## src/rtl/cmpch_pkg.sv

```systemverilog
package cmpch_pkg;
  typedef enum logic [1:0] {
    SEL_CMP = 2'd0,
    SEL_BUF = 2'd1,
    SEL_CTL = 2'd2,
    SEL_FLG = 2'd3
  } reg_sel_e;

  localparam int CODE_W   = 4;
  localparam int BUFEN_BIT = 4;
  localparam int IRQEN_BIT = 5;

  function automatic logic code_drives(input logic [CODE_W-1:0] c);
    return !c[3] && (c[1:0] != 2'b00);
  endfunction
endpackage

```

## src/rtl/cmpch_wrseq.sv

```systemverilog
module cmpch_wrseq
  import cmpch_pkg::*;
#(
  parameter int DATA_W = 16
) (
  input  logic              clk,
  input  logic              rst,
  input  logic              wr_start,
  input  logic [1:0]        wr_addr,
  input  logic [DATA_W-1:0] wr_data,
  output logic              commit,
  output reg_sel_e          commit_sel,
  output logic [DATA_W-1:0] commit_data
);
  logic              in_t2_q;
  reg_sel_e          sel_q;
  logic [DATA_W-1:0] data_q;

  always_ff @(posedge clk) begin
    if (rst) begin
      in_t2_q <= 1'b0;
      sel_q   <= SEL_CMP;
      data_q  <= '0;
    end else if (in_t2_q) begin
      in_t2_q <= 1'b0;
    end else if (wr_start) begin
      in_t2_q <= 1'b1;
      sel_q   <= reg_sel_e'(wr_addr);
      data_q  <= wr_data;
    end
  end

  assign commit      = in_t2_q;
  assign commit_sel  = sel_q;
  assign commit_data = data_q;
endmodule

```

## src/rtl/cmpch_counter.sv

```systemverilog
module cmpch_counter #(
  parameter int CNT_W = 16
) (
  input  logic             clk,
  input  logic             rst,
  input  logic             cnt_en,
  input  logic [CNT_W-1:0] cmp_val,
  output logic [CNT_W-1:0] count,
  output logic             match
);
  logic [CNT_W-1:0] cnt_q;

  always_ff @(posedge clk) begin
    if (rst)         cnt_q <= '0;
    else if (cnt_en) cnt_q <= cnt_q + 1'b1;
  end

  assign count = cnt_q;
  assign match = cnt_en && (cnt_q == cmp_val);
endmodule

```

## src/rtl/cmpch_outctl.sv

```systemverilog
module cmpch_outctl
  import cmpch_pkg::*;
(
  input  logic              clk,
  input  logic              rst,
  input  logic              code_load,
  input  logic [CODE_W-1:0] code_new,
  input  logic              match,
  output logic              pin_out,
  output logic              pin_oe
);
  logic [CODE_W-1:0] code_q;
  logic              pin_q;

  always_ff @(posedge clk) begin
    if (rst) begin
      code_q <= '0;
      pin_q  <= 1'b0;
    end else if (code_load) begin
      code_q <= code_new;
      if (code_drives(code_new)) pin_q <= code_new[2];
    end else if (match && code_drives(code_q)) begin
      case (code_q[1:0])
        2'b01:   pin_q <= 1'b0;
        2'b10:   pin_q <= 1'b1;
        2'b11:   pin_q <= ~pin_q;
        default: pin_q <= pin_q;
      endcase
    end
  end

  assign pin_out = pin_q;
  assign pin_oe  = code_drives(code_q);
endmodule

```

## src/rtl/cmpch_top.sv

```systemverilog
module cmpch_top
  import cmpch_pkg::*;
#(
  parameter int CNT_W = 16
) (
  input  logic             clk,
  input  logic             rst,
  input  logic             cnt_en,
  input  logic             wr_start,
  input  logic [1:0]       wr_addr,
  input  logic [CNT_W-1:0] wr_data,
  output logic [CNT_W-1:0] count,
  output logic [CNT_W-1:0] cmp_val,
  output logic [CNT_W-1:0] buf_val,
  output logic             pin_out,
  output logic             pin_oe,
  output logic             flag,
  output logic             irq
);
  localparam int MIN_W = IRQEN_BIT + 1;

  logic             commit;
  reg_sel_e         commit_sel;
  logic [CNT_W-1:0] commit_data;
  logic             match;
  logic [CNT_W-1:0] cmp_q, buf_q;
  logic             buf_en_q, irq_en_q, flag_q;
  logic             ctl_wr;

  initial begin
    if (CNT_W < MIN_W) $error("CNT_W too small for control fields");
  end

  cmpch_wrseq #(.DATA_W(CNT_W)) u_wrseq (
    .clk(clk), .rst(rst), .wr_start(wr_start), .wr_addr(wr_addr),
    .wr_data(wr_data), .commit(commit), .commit_sel(commit_sel),
    .commit_data(commit_data)
  );

  cmpch_counter #(.CNT_W(CNT_W)) u_counter (
    .clk(clk), .rst(rst), .cnt_en(cnt_en), .cmp_val(cmp_q),
    .count(count), .match(match)
  );

  assign ctl_wr = commit && (commit_sel == SEL_CTL);

  cmpch_outctl u_outctl (
    .clk(clk), .rst(rst), .code_load(ctl_wr),
    .code_new(commit_data[CODE_W-1:0]), .match(match),
    .pin_out(pin_out), .pin_oe(pin_oe)
  );

  always_ff @(posedge clk) begin
    if (rst) begin
      cmp_q    <= '0;
      buf_q    <= '0;
      buf_en_q <= 1'b0;
      irq_en_q <= 1'b0;
      flag_q   <= 1'b0;
    end else begin
      if (commit && commit_sel == SEL_CMP) cmp_q <= commit_data;
      else if (match && buf_en_q)          cmp_q <= buf_q;

      if (commit && commit_sel == SEL_BUF) buf_q <= commit_data;

      if (ctl_wr) begin
        buf_en_q <= commit_data[BUFEN_BIT];
        irq_en_q <= commit_data[IRQEN_BIT];
      end

      if (match) flag_q <= 1'b1;
      else if (commit && commit_sel == SEL_FLG && !commit_data[0]) flag_q <= 1'b0;
    end
  end

  assign cmp_val = cmp_q;
  assign buf_val = buf_q;
  assign flag    = flag_q;
  assign irq     = flag_q && irq_en_q;
endmodule

```

## config.mk

```make
export PLATFORM = sky130hd
export DESIGN_NAME = cmpch_top
export DESIGN_NICKNAME = d
export VERILOG_FILES = /design/src/rtl/cmpch_pkg.sv /design/src/rtl/cmpch_wrseq.sv /design/src/rtl/cmpch_counter.sv /design/src/rtl/cmpch_outctl.sv /design/src/rtl/cmpch_top.sv
export SDC_FILE = /design/constraint.sdc
export NUM_CORES = 1
export LEC_CHECK = 0
export BUFFER_PORTS_ARGS = -buffer_cell sky130_fd_sc_hd__buf_2
export CAP_MARGIN = 20
export CORE_MARGIN = 5
export CORE_UTILIZATION = 45
export CTS_CLUSTER_SIZE = 28
export DETAILED_ROUTE_END_ITERATION = 10
export PLACE_DENSITY_LB_ADDON = 0.08
export SLEW_MARGIN = 30
export SYNTH_ARGS = -nofsm -noshare
export SYNTH_HDL_FRONTEND = slang
export SYNTH_SLANG_ARGS = --single-unit
```

## constraint.sdc

```tcl
create_clock -name clk -period 2.3 [get_ports clk]
set_input_delay 0.115 -clock clk [delete_from_list [all_inputs] [get_ports clk]]
set_output_delay 0.115 -clock clk [all_outputs]
set_load 0.02 [all_outputs]
```

# Word-level counts from Yosys, hierarchy flattened
# Cells that the tools add are included.
dict set report op_classes {
  n_eq_ne 8
  n_addsub 1
  mux 9
  reduce_logical 24
  bitwise 2
}
# op n
set op_table {}
lappend op_table {{$mux 16} 2}
lappend op_table {{$add 16x1->16 const B} 1}
lappend op_table {{$eq 16x16->1} 1}
lappend op_table {{$logic_and 1x1->1} 11}
lappend op_table {{$reduce_bool 2->1} 5}
lappend op_table {{$eq 2x2->1 const B} 4}
lappend op_table {{$mux 1} 6}
lappend op_table {{$eq 2x1->1 const B} 2}
lappend op_table {{$reduce_bool 4->1} 1}
lappend op_table {{$logic_not 1->1} 3}
lappend op_table {{$pmux 1 s3} 1}
lappend op_table {{$reduce_and 3->1} 1}
lappend op_table {{$logic_not 2->1} 1}
lappend op_table {{$ne 2x1->1 const B} 1}
lappend op_table {{$not 1->1} 2}
lappend op_table {{$reduce_and 2->1} 1}
lappend op_table {{$reduce_or 2->1} 1}
dict set report totals {
  word_cells 55
  ff_bits 75
  output_inout_bits 52
  in_bits 22
}

# Depth between registers and ports, before layout
# Gate-level depths: netlist of the first run.
dict set report logic_depth {
  ltp_word 5
  ltp_mapped 7
  depth_no_buf 5
}

# Modules after synthesis
# From an unflattened synthesis of the first run, not the netlist that was laid out.
dict set report unflattened {
  cells_unflattened 394
  hier_area_um2 3599.7
}
# mod cells_per_inst area_each_um2 n_inst seq_area_each_um2
set modules_own_cells {}
lappend modules_own_cells {cmpch_top 177 1515.2 1 700.7}
lappend modules_own_cells {cmpch_counter 107 927.1 1 320.3}
lappend modules_own_cells {cmpch_wrseq 82 883.3 1 380.4}
lappend modules_own_cells {cmpch_outctl 28 274.0 1 80.1}

# Least setup slack after synthesis of the first run
# Ideal clock, no wire load.
dict set report synth_timing {
  path_type {register to register}
  from {reg u_counter.cnt_q[5] (netlist: u_counter.count[5])}
  to {reg u_outctl.pin_q (netlist: u_outctl.pin_out)}
  setup_ps 138
  path_slack_ps 352
  synth_period_minus_slack_ps 1948
  required_time_ps 2162
  path_buffers 1
  stages_incl_launch_ff 7
  arrival_ps 1809
  cell_sequence {dfxtp_1 > nand2b_1 > o2111ai_1 > or4_1 > buf_2 > o41ai_1 > o211ai_1}
}
dict set report synth_via {
  elab_chain_len 5
}
# item line_no
set synth_lines {}
lappend synth_lines {{start: declaration} cmpch_counter.sv:11} ;# logic [CNT_W-1:0] cnt_q;
lappend synth_lines {{start signal: assignment} cmpch_counter.sv:15} ;# else if (cnt_en) cnt_q <= cnt_q + 1'b1;
lappend synth_lines {{$eq 16x16->1} cmpch_counter.sv:19} ;# assign match = cnt_en && (cnt_q == cmp_val);
lappend synth_lines {{$logic_and 1x1->1} cmpch_counter.sv:19}
lappend synth_lines {{$logic_and 1x1->1} cmpch_outctl.sv:22} ;# end else if (match && code_drives(code_q)) begin
lappend synth_lines {{$reduce_bool 2->1 (no source line)} --}
lappend synth_lines {{$reduce_and 3->1 (no source line)} --}
lappend synth_lines {{end signal: assignment} cmpch_outctl.sv:21} ;# if (code_drives(code_new)) pin_q <= code_new[2];
lappend synth_lines {{end signal: assignment} cmpch_outctl.sv:26} ;# 2'b11: pin_q <= ~pin_q;
lappend synth_lines {{end signal: assignment} cmpch_outctl.sv:27} ;# default: pin_q <= pin_q;
lappend synth_lines {{end: declaration} cmpch_outctl.sv:13} ;# logic pin_q;
# No other way between the ends.
# A chain may end at the register's enable or synchronous reset.

# Final worst setup path of the first run
dict set report layout_timing {
  from {reg u_counter.cnt_q[5] (netlist: u_counter.count[5])}
  to {reg cmp_q[13] (netlist: cmp_val[13])}
}
dict set report layout_via {
  elab_chain_len 4
}
# item line_no
set layout_lines {}
lappend layout_lines {{$eq 16x16->1} cmpch_counter.sv:19}
lappend layout_lines {{$logic_and 1x1->1} cmpch_counter.sv:19}
lappend layout_lines {{$logic_and 1x1->1} cmpch_top.sv:62} ;# else if (match && buf_en_q) cmp_q <= buf_q;
lappend layout_lines {{$reduce_bool 2->1 (no source line)} --}
lappend layout_lines {{end signal: assignment} cmpch_top.sv:61} ;# if (commit && commit_sel == SEL_CMP) cmp_q <= commit_data;
lappend layout_lines {{end signal: assignment} cmpch_top.sv:62}
lappend layout_lines {{end: declaration} cmpch_top.sv:26} ;# logic [CNT_W-1:0] cmp_q, buf_q;
# No other way between the ends.

==> flow_summary.yaml, run 1 <==
routing:
  drt_iter0_markers: 146
  via_per_inst: 5.075
  routed_wl_um: 8628
  firstDrtPassIters: 4
  via_count: 2974
  wl_per_cell_um: 14.72
  drc_errors: 0
  antenna_left: 0
sta:
  drv_slew: 0
  clock_skew_ns: 0.008269
  rsz0062_at_grt: "false"
  finalSetupViolCount: 0
  finalCritPeriodShare: 0.9033
  fin_ws_ns: 0.2225
  worstMarginPinSlew_ns: 0.6863
  min_period_ns: 2.077
  fmax_ghz: 0.4814
  timing.slew.headroom: 0.5425
  fin_setup_tns_ns: 0
  hold_viol_final: 0
place:
  dp_hpwl_um: 6119
  placed_cells: 553
  io_buffers: 73
  gp_congestion: 0.8329
  pre_cts_slack_ns: 0.2298
synth:
  yosys.area_share.simple: 0.2576
  synthTopCellsByCount: "nand2_1 (78), dfxtp_1 (74), nor2_1 (72)"
  synth_cell_types: 39
  synthAdderAreaFrac: 0.003873
  synth_enable_flop_cells: 0
  yosysTopAreaCell: "dfxtp_1"
  synth_top_family_by_area: "simple AND/OR/NAND/NOR gates"
  yosysWarnings: 0
  synth_area_leaders: "dfxtp_1 (46%), nand2_1 (9.1%), nor2_1 (8.4%)"
  synth.most_common_cell: "nand2_1"
  avgSynthCellArea_um2: 8.016
  synthMuxAreaShare: 0.01859
  synthesis.nets: 426
  synthArstFlopShare: 0
  synth_compound_area_frac: 0.1464
  synth_top_area_frac: 0.4586
  synth_flop_cell: "dfxtp_1"
  ys_seq_elements: 74
  syn_inst: 403
  syn_area_um2: 3231
  synth-xor-area-share: 0.07320
  seq_area_frac_synth: 0.4586
power:
  pwr-share-comb: 0.118
  p_leak_nw: 1.748
  seqPwrFrac: 0.482
  p_total_w: 0.002865
  p_sw_w: 0.0007730
  p_clk_frac: 0.400
  power.density_nw_per_um2: 703.2
  sw_frac_of_total: 0.2698
  peakVddDrop_mv: 0.3652
  intPower_w: 0.002092
clock_network:
  h-tree-depth: 3
  cts_num_sinks: 74
  cts_setup_buffers: 0
  tritoncts: "built"
  cts_made_buffers: 9
  ctsLongestPathBuffers: 2
  cts.repair.resized: 0
  clkTransAtPathRegs_ns: 0.08
  root_buffer: "clkbuf_8"
  insertion_delay_ns: 0.35
  hold_buffers: 17
final_layout:
  nets: 508
  final_core_util: 0.5899
  multi_input_area_um2: 1619
  area_delta_synth_final_pct: 26.10
  drive_gt1_frac: 0.2184
  fillCellCount: 708
  diodes: 0
  final_cells: 586
  ff_latch_area_um2: 1481
global_route:
  antenna_found_initial: 0
  first_global_vias: 2813
  track_usage: 0.2003
  grt_pass1_wl_um: 13990
  grt_max_degree: 51
  gr-total-overflow: 0
setup_path:
  slowest_stage: "or4_1"
  r2r_cells: 6
  cp_data_arrival_time_ns: 2.37
  cp-end-kind: "register"
  crit_fanout: 11
  crit_end: "cmp_val[13]"
  r2r_slack_ns: 0.22
  critPathMaxStageDelay_ns: 0.68
  cp.required_ns: 2.60
  startpoint: "u_counter.count[5]"
  r2r_end: "cmp_val[13]"
  crit_path_cell_trace: "nand2b_1 -> o2111ai_1 -> or4_1 -> buf_4 -> o211ai_1 -> o311a_1"
  startpoint_type: "register"
  r2r-start: "u_counter.count[5]"
  critical_path_class: "reg2reg"
die:
  die_h_um: 94.73
  rows: 30
  io_pins: 74
  start_util: 0.4678
  dieArea_um2: 8974
  core_um2: 6907
  chipWidth_um: 94.73
status:
  status: "finished clean"
flow_run:
  max_cap_violations: 0
min_path:
  holdCritStartpoint: "wr_data[5]"
  hold_class: "in2reg"
[kinds of logic (layout without fill, tap and decap cells)]
group,after synthesis,after routing
xor+xnor,27,27
buf+inv,32,119
flops,74,74
simple gates,190,190
fa+ha+maj,1,1
compound gates,73,73
mux,6,6
[stage by stage]
step	area, um2	hold slack (ns)
final	4074	0.02551
after global routing	4074	0.05490
after CTS	4074	0.01282
after detailed placement	3681	0.3612
after global placement	3681	0.3564
after floorplan	3231	0.2510
[power groups by stage]
stage,registers (W),clock network [W],logic [W]
6_report,0.00138,0.00115,0.000338
5_1_grt,0.00139,0.00121,0.000379
4_1_cts,0.00138,0.00117,0.000339
3_5_place_dp,0.00141,0,0.000316
3_3_place_gp,0.00141,0,0.000313
2_1_floorplan,0.00143,0,0.000195
[metal layers]
layer | vias to the layer above | GRT usage | wire length [um]
met2 | 69 | 0.3071 | 3818
li1 | 1524 | - | -
met1 | 1369 | 0.2750 | 4221
met5 | - | 0 | 0
met4 | 0 | 0.08534 | 146
met3 | 12 | 0.03745 | 441
[state kept, by name, summed over array words and instances (netlist names)]
| signal | count |
|---|---|
| u_wrseq.commit | 1 |
| u_outctl.pin_out | 1 |
| buf_en_q | 1 |
| irq_en_q | 1 |
| u_outctl.code_q | 3 |
| u_wrseq.commit_data | 16 |
| u_counter.count | 16 |
| flag | 1 |
| u_wrseq.commit_sel | 2 |
| cmp_val | 16 |
| buf_val | 16 |
[worst max-delay path: cells and delay by family, from the launching register on]
family / cells / cell delay [ns]
flip-flops: 1 / 0.46
AO/OA/AOI/OAI: 3 / 0.50
buffers and inverters: 1 / 0.24
AND/OR/NAND/NOR: 2 / 0.82
[layout make-up]
type,instances,share of cell area
tap,96,0.02948
multi-input combinational,297,0.3974
clock buffer,9,0.03041
clock inverter,7,0.02426
sequential,74,0.3636
timing repair buffer,99,0.1511
inverter,4,0.003686
[worst min-delay path by stage]
stage | to | depth (start not counted) | slack, ns
2_1_floorplan | u_wrseq.commit_data[10] | 2 | 0.25
3_3_place_gp | u_wrseq.commit_data[2] | 3 | 0.36
3_5_place_dp | u_wrseq.commit_data[14] | 3 | 0.36
4_1_cts | u_wrseq.commit_data[5] | 3 | 0.01
5_1_grt | u_wrseq.commit_data[5] | 3 | 0.05
6_report | u_wrseq.commit_data[5] | 3 | 0.03
[layout by cell type (no fill, tap or decap), types with 2 or more instances in the layout]
master         count
a21oi_1           35
and3_1             3
and4_1             3
buf_2             73
buf_4              8
bufinv_16          2
clkbuf_8           9
dfxtp_1           74
dlygate4sd3_1     17
inv_1              3
inv_6              3
mux2i_1            6
nand2_1           78
nand2b_1           4
nand3_1            7
nand3b_1           3
nand4_1            5
nor2_1            72
nor2b_1            2
nor3_1             2
o211ai_1           3
o21ai_0            5
o21ai_1            9
o311a_1           16
or2_2              2
or4_1              2
xnor2_1           15
xor2_1            12
No activity file was read; power rests on OpenSTA's default activity.
==> run 2: changes to the inputs <==
--- a/config.mk
+++ b/config.mk
@@ -5,6 +5,7 @@
 export SDC_FILE = /design/constraint.sdc
 export NUM_CORES = 1
 export LEC_CHECK = 0
+export ABC_AREA = 1
 export BUFFER_PORTS_ARGS = -buffer_cell sky130_fd_sc_hd__buf_2
 export CAP_MARGIN = 20
 export CORE_MARGIN = 5
@@ -12,6 +13,7 @@
 export CTS_CLUSTER_SIZE = 28
 export DETAILED_ROUTE_END_ITERATION = 10
 export PLACE_DENSITY_LB_ADDON = 0.08
+export REMOVE_ABC_BUFFERS = 1
 export SLEW_MARGIN = 30
 export SYNTH_ARGS = -nofsm -noshare
 export SYNTH_HDL_FRONTEND = slang
==> flow_summary.yaml, run 2 <==
final_layout:
  diodes: 0
  final_cells: 642
  final_cell_mix: "nand2_1 (93), dfxtp_1 (74), buf_2 (73), a21oi_1 (69), o21ai_0 (63)"
  drive_gt1_frac: 0.2431
  final_common_cell: "nand2_1"
  fillCellCount: 768
  nets: 562
  area_delta_synth_final_pct: 18.57
routing:
  via_count: 3155
  drc_errors: 0
  antenna_left: 0
  wl_per_cell_um: 12.66
  via_per_inst: 4.914
  firstDrtPassIters: 4
  routed_wl_um: 8128
  drt_iter0_markers: 116
synth:
  synth_area_leaders: "dfxtp_1 (44%), nand2_1 (10%), a21oi_1 (10%)"
  syn_inst: 471
  ys_seq_elements: 74
  synth_top_area_frac: 0.4355
  yosysWarnings: 0
  synth_flop_cell: "dfxtp_1"
  synthArstFlopShare: 0
  synth.most_common_cell: "nand2_1"
  seq_area_frac_synth: 0.4355
  synth_enable_flop_cells: 0
  synthTopCellsByCount: "nand2_1 (93), dfxtp_1 (74), a21oi_1 (69)"
  synth_cell_types: 28
  syn_area_um2: 3402
  yosysTopAreaCell: "dfxtp_1"
  avgSynthCellArea_um2: 7.223
power:
  sw_frac_of_total: 0.2793
  seqPwrFrac: 0.526
  p_clk_frac: 0.334
  p_leak_nw: 1.925
  peakVddDrop_mv: 0.3049
  p_sw_w: 0.0007329
  intPower_w: 0.001891
  pwr-share-comb: 0.140
  power.density_nw_per_um2: 650.5
setup_path:
  slowest_stage: "dfxtp_1"
  startpoint_type: "register"
  r2r_slack_ns: 0.52
  critical_path_class: "reg2reg"
  cp.required_ns: 2.54
  cp_data_arrival_time_ns: 2.02
  startpoint: "u_counter.count[3]"
  r2r-start: "u_counter.count[3]"
  crit_fanout: 18
  worst_path_most_repeated_cell: "nand2_1"
  crit_path_cell_trace: "inv_2 -> nand2_1 -> nand2_1 -> nor2_2 -> nand2_1 -> nor2_4 -> nand4_4 -> buf_12 -> a21oi_1 -> nor2_1"
  cp-end-kind: "register"
  critPathMaxStageDelay_ns: 0.44
min_path:
  holdCritStartpoint: "cnt_en"
  hold_class: "in2reg"
place:
  gp_congestion: 0.8141
  placed_cells: 627
  pre_cts_slack_ns: 0.5283
  dp_hpwl_um: 5918
  io_buffers: 73
sta:
  worstMarginPinSlew_ns: 0.4525
  clock_skew_ns: 0.01484
  finalSetupViolCount: 0
  finalCritPeriodShare: 0.7735
  holdWs_ns: 0.02713
  rsz0062_at_grt: "false"
  fmax_ghz: 0.5621
  min_period_ns: 1.779
  drv_slew: 0
  fin_ws_ns: 0.5210
  hold_viol_final: 0
  timing.slew.headroom: 0.6980
clock_network:
  insertion_delay_ns: 0.35
  tritoncts: "built"
  cts_setup_buffers: 0
  cts.repair.resized: 0
  clkTransAtPathRegs_ns: 0.08
  cts_num_sinks: 74
  h-tree-depth: 3
  root_buffer: "clkbuf_8"
  ctsLongestPathBuffers: 2
  cts_made_buffers: 9
  hold_buffers: 0
die:
  dieArea_um2: 9399
  core_um2: 7292
  die_h_um: 96.95
  rows: 31
  io_pins: 74
  start_util: 0.4665
  chipWidth_um: 96.95
global_route:
  grt_use_met3: 0.04317
  track_usage: 0.1763
  grt_pass1_wl_um: 13840
  first_global_vias: 3047
  antenna_found_initial: 0
  grt_use_met2: 0.2866
  gr-total-overflow: 0
  grt_most_used_layer: "met2"
  grt_max_degree: 50
  grt_util_met1: 0.2246
flow_run:
  max_cap_violations: 0
status:
  status: "finished clean"
==> run 2: worst paths after layout <==
path                             end  depth (start not counted)
setup reg to reg          cmp_val[3]                         10
setup / recovery          cmp_val[3]                         10
hold reg to reg   u_outctl.code_q[3]                          2
hold / removal    u_counter.count[0]                          2
==> run 2: cell families after synthesis <==
kind of cell	count (synthesis)	share of synthesized area
compound gates	138	0.2052
buf+inv	84	0.1019
flops	74	0.4355
xor+xnor	3	0.007725
fa+ha+maj	1	0.003677
simple gates	171	0.2460
==> run 2: power groups by stage <==
| stage | sequential [W] | clock (W) | combinational, W |
|---|---|---|---|
| after floorplan | 0.00144 | 0 | 0.000215 |
| after global placement | 0.00141 | 0 | 0.000367 |
| after detailed placement | 0.00141 | 0 | 0.000372 |
| after CTS | 0.00138 | 0.000903 | 0.000374 |
| after global routing | 0.00139 | 0.000952 | 0.000418 |
| final | 0.00138 | 0.000877 | 0.000368 |
==> run 2: layout make-up <==
cell class	count	area (um2)	share of cell area
clock inverters	2	13.76	0.003412
inverters	61	229.0	0.05676
repair buffers	80	455.4	0.1129
flip-flops and latches	74	1481	0.3672
well taps	99	123.9	0.03071
multi-input cells	313	1582	0.3921
clock buffers	13	148.9	0.03691
==> run 2: per-stage QoR <==
step,TNS (ns),cell area [um2],util,total power (W)
2_1_floorplan,-0.9475,3284,-,0.001657
5_1_grt,0,4034,0.5532,0.002757
3_5_place_dp,0,3871,0.5309,0.001781
4_1_cts,0,4034,0.5532,0.002657
3_3_place_gp,0,3871,0.5309,0.001775
6_report,0,4034,0.5532,0.002624
==> run 2: routing by layer <==
layer | routed length, um | up-vias
met3 | 411 | 7
met2 | 3741 | 64
li1 | - | 1663
met4 | 85 | 0
met1 | 3890 | 1421
met5 | 0 | -
==> run 2: worst max-delay path, delay by kind of cell (launching register included) <==
family                 cells  cell delay [ns]
and+or+nand+nor            7             0.75
AOI/OAI and AO/OA          1             0.14
DFF                        1             0.44
buffers and inverters      2             0.32
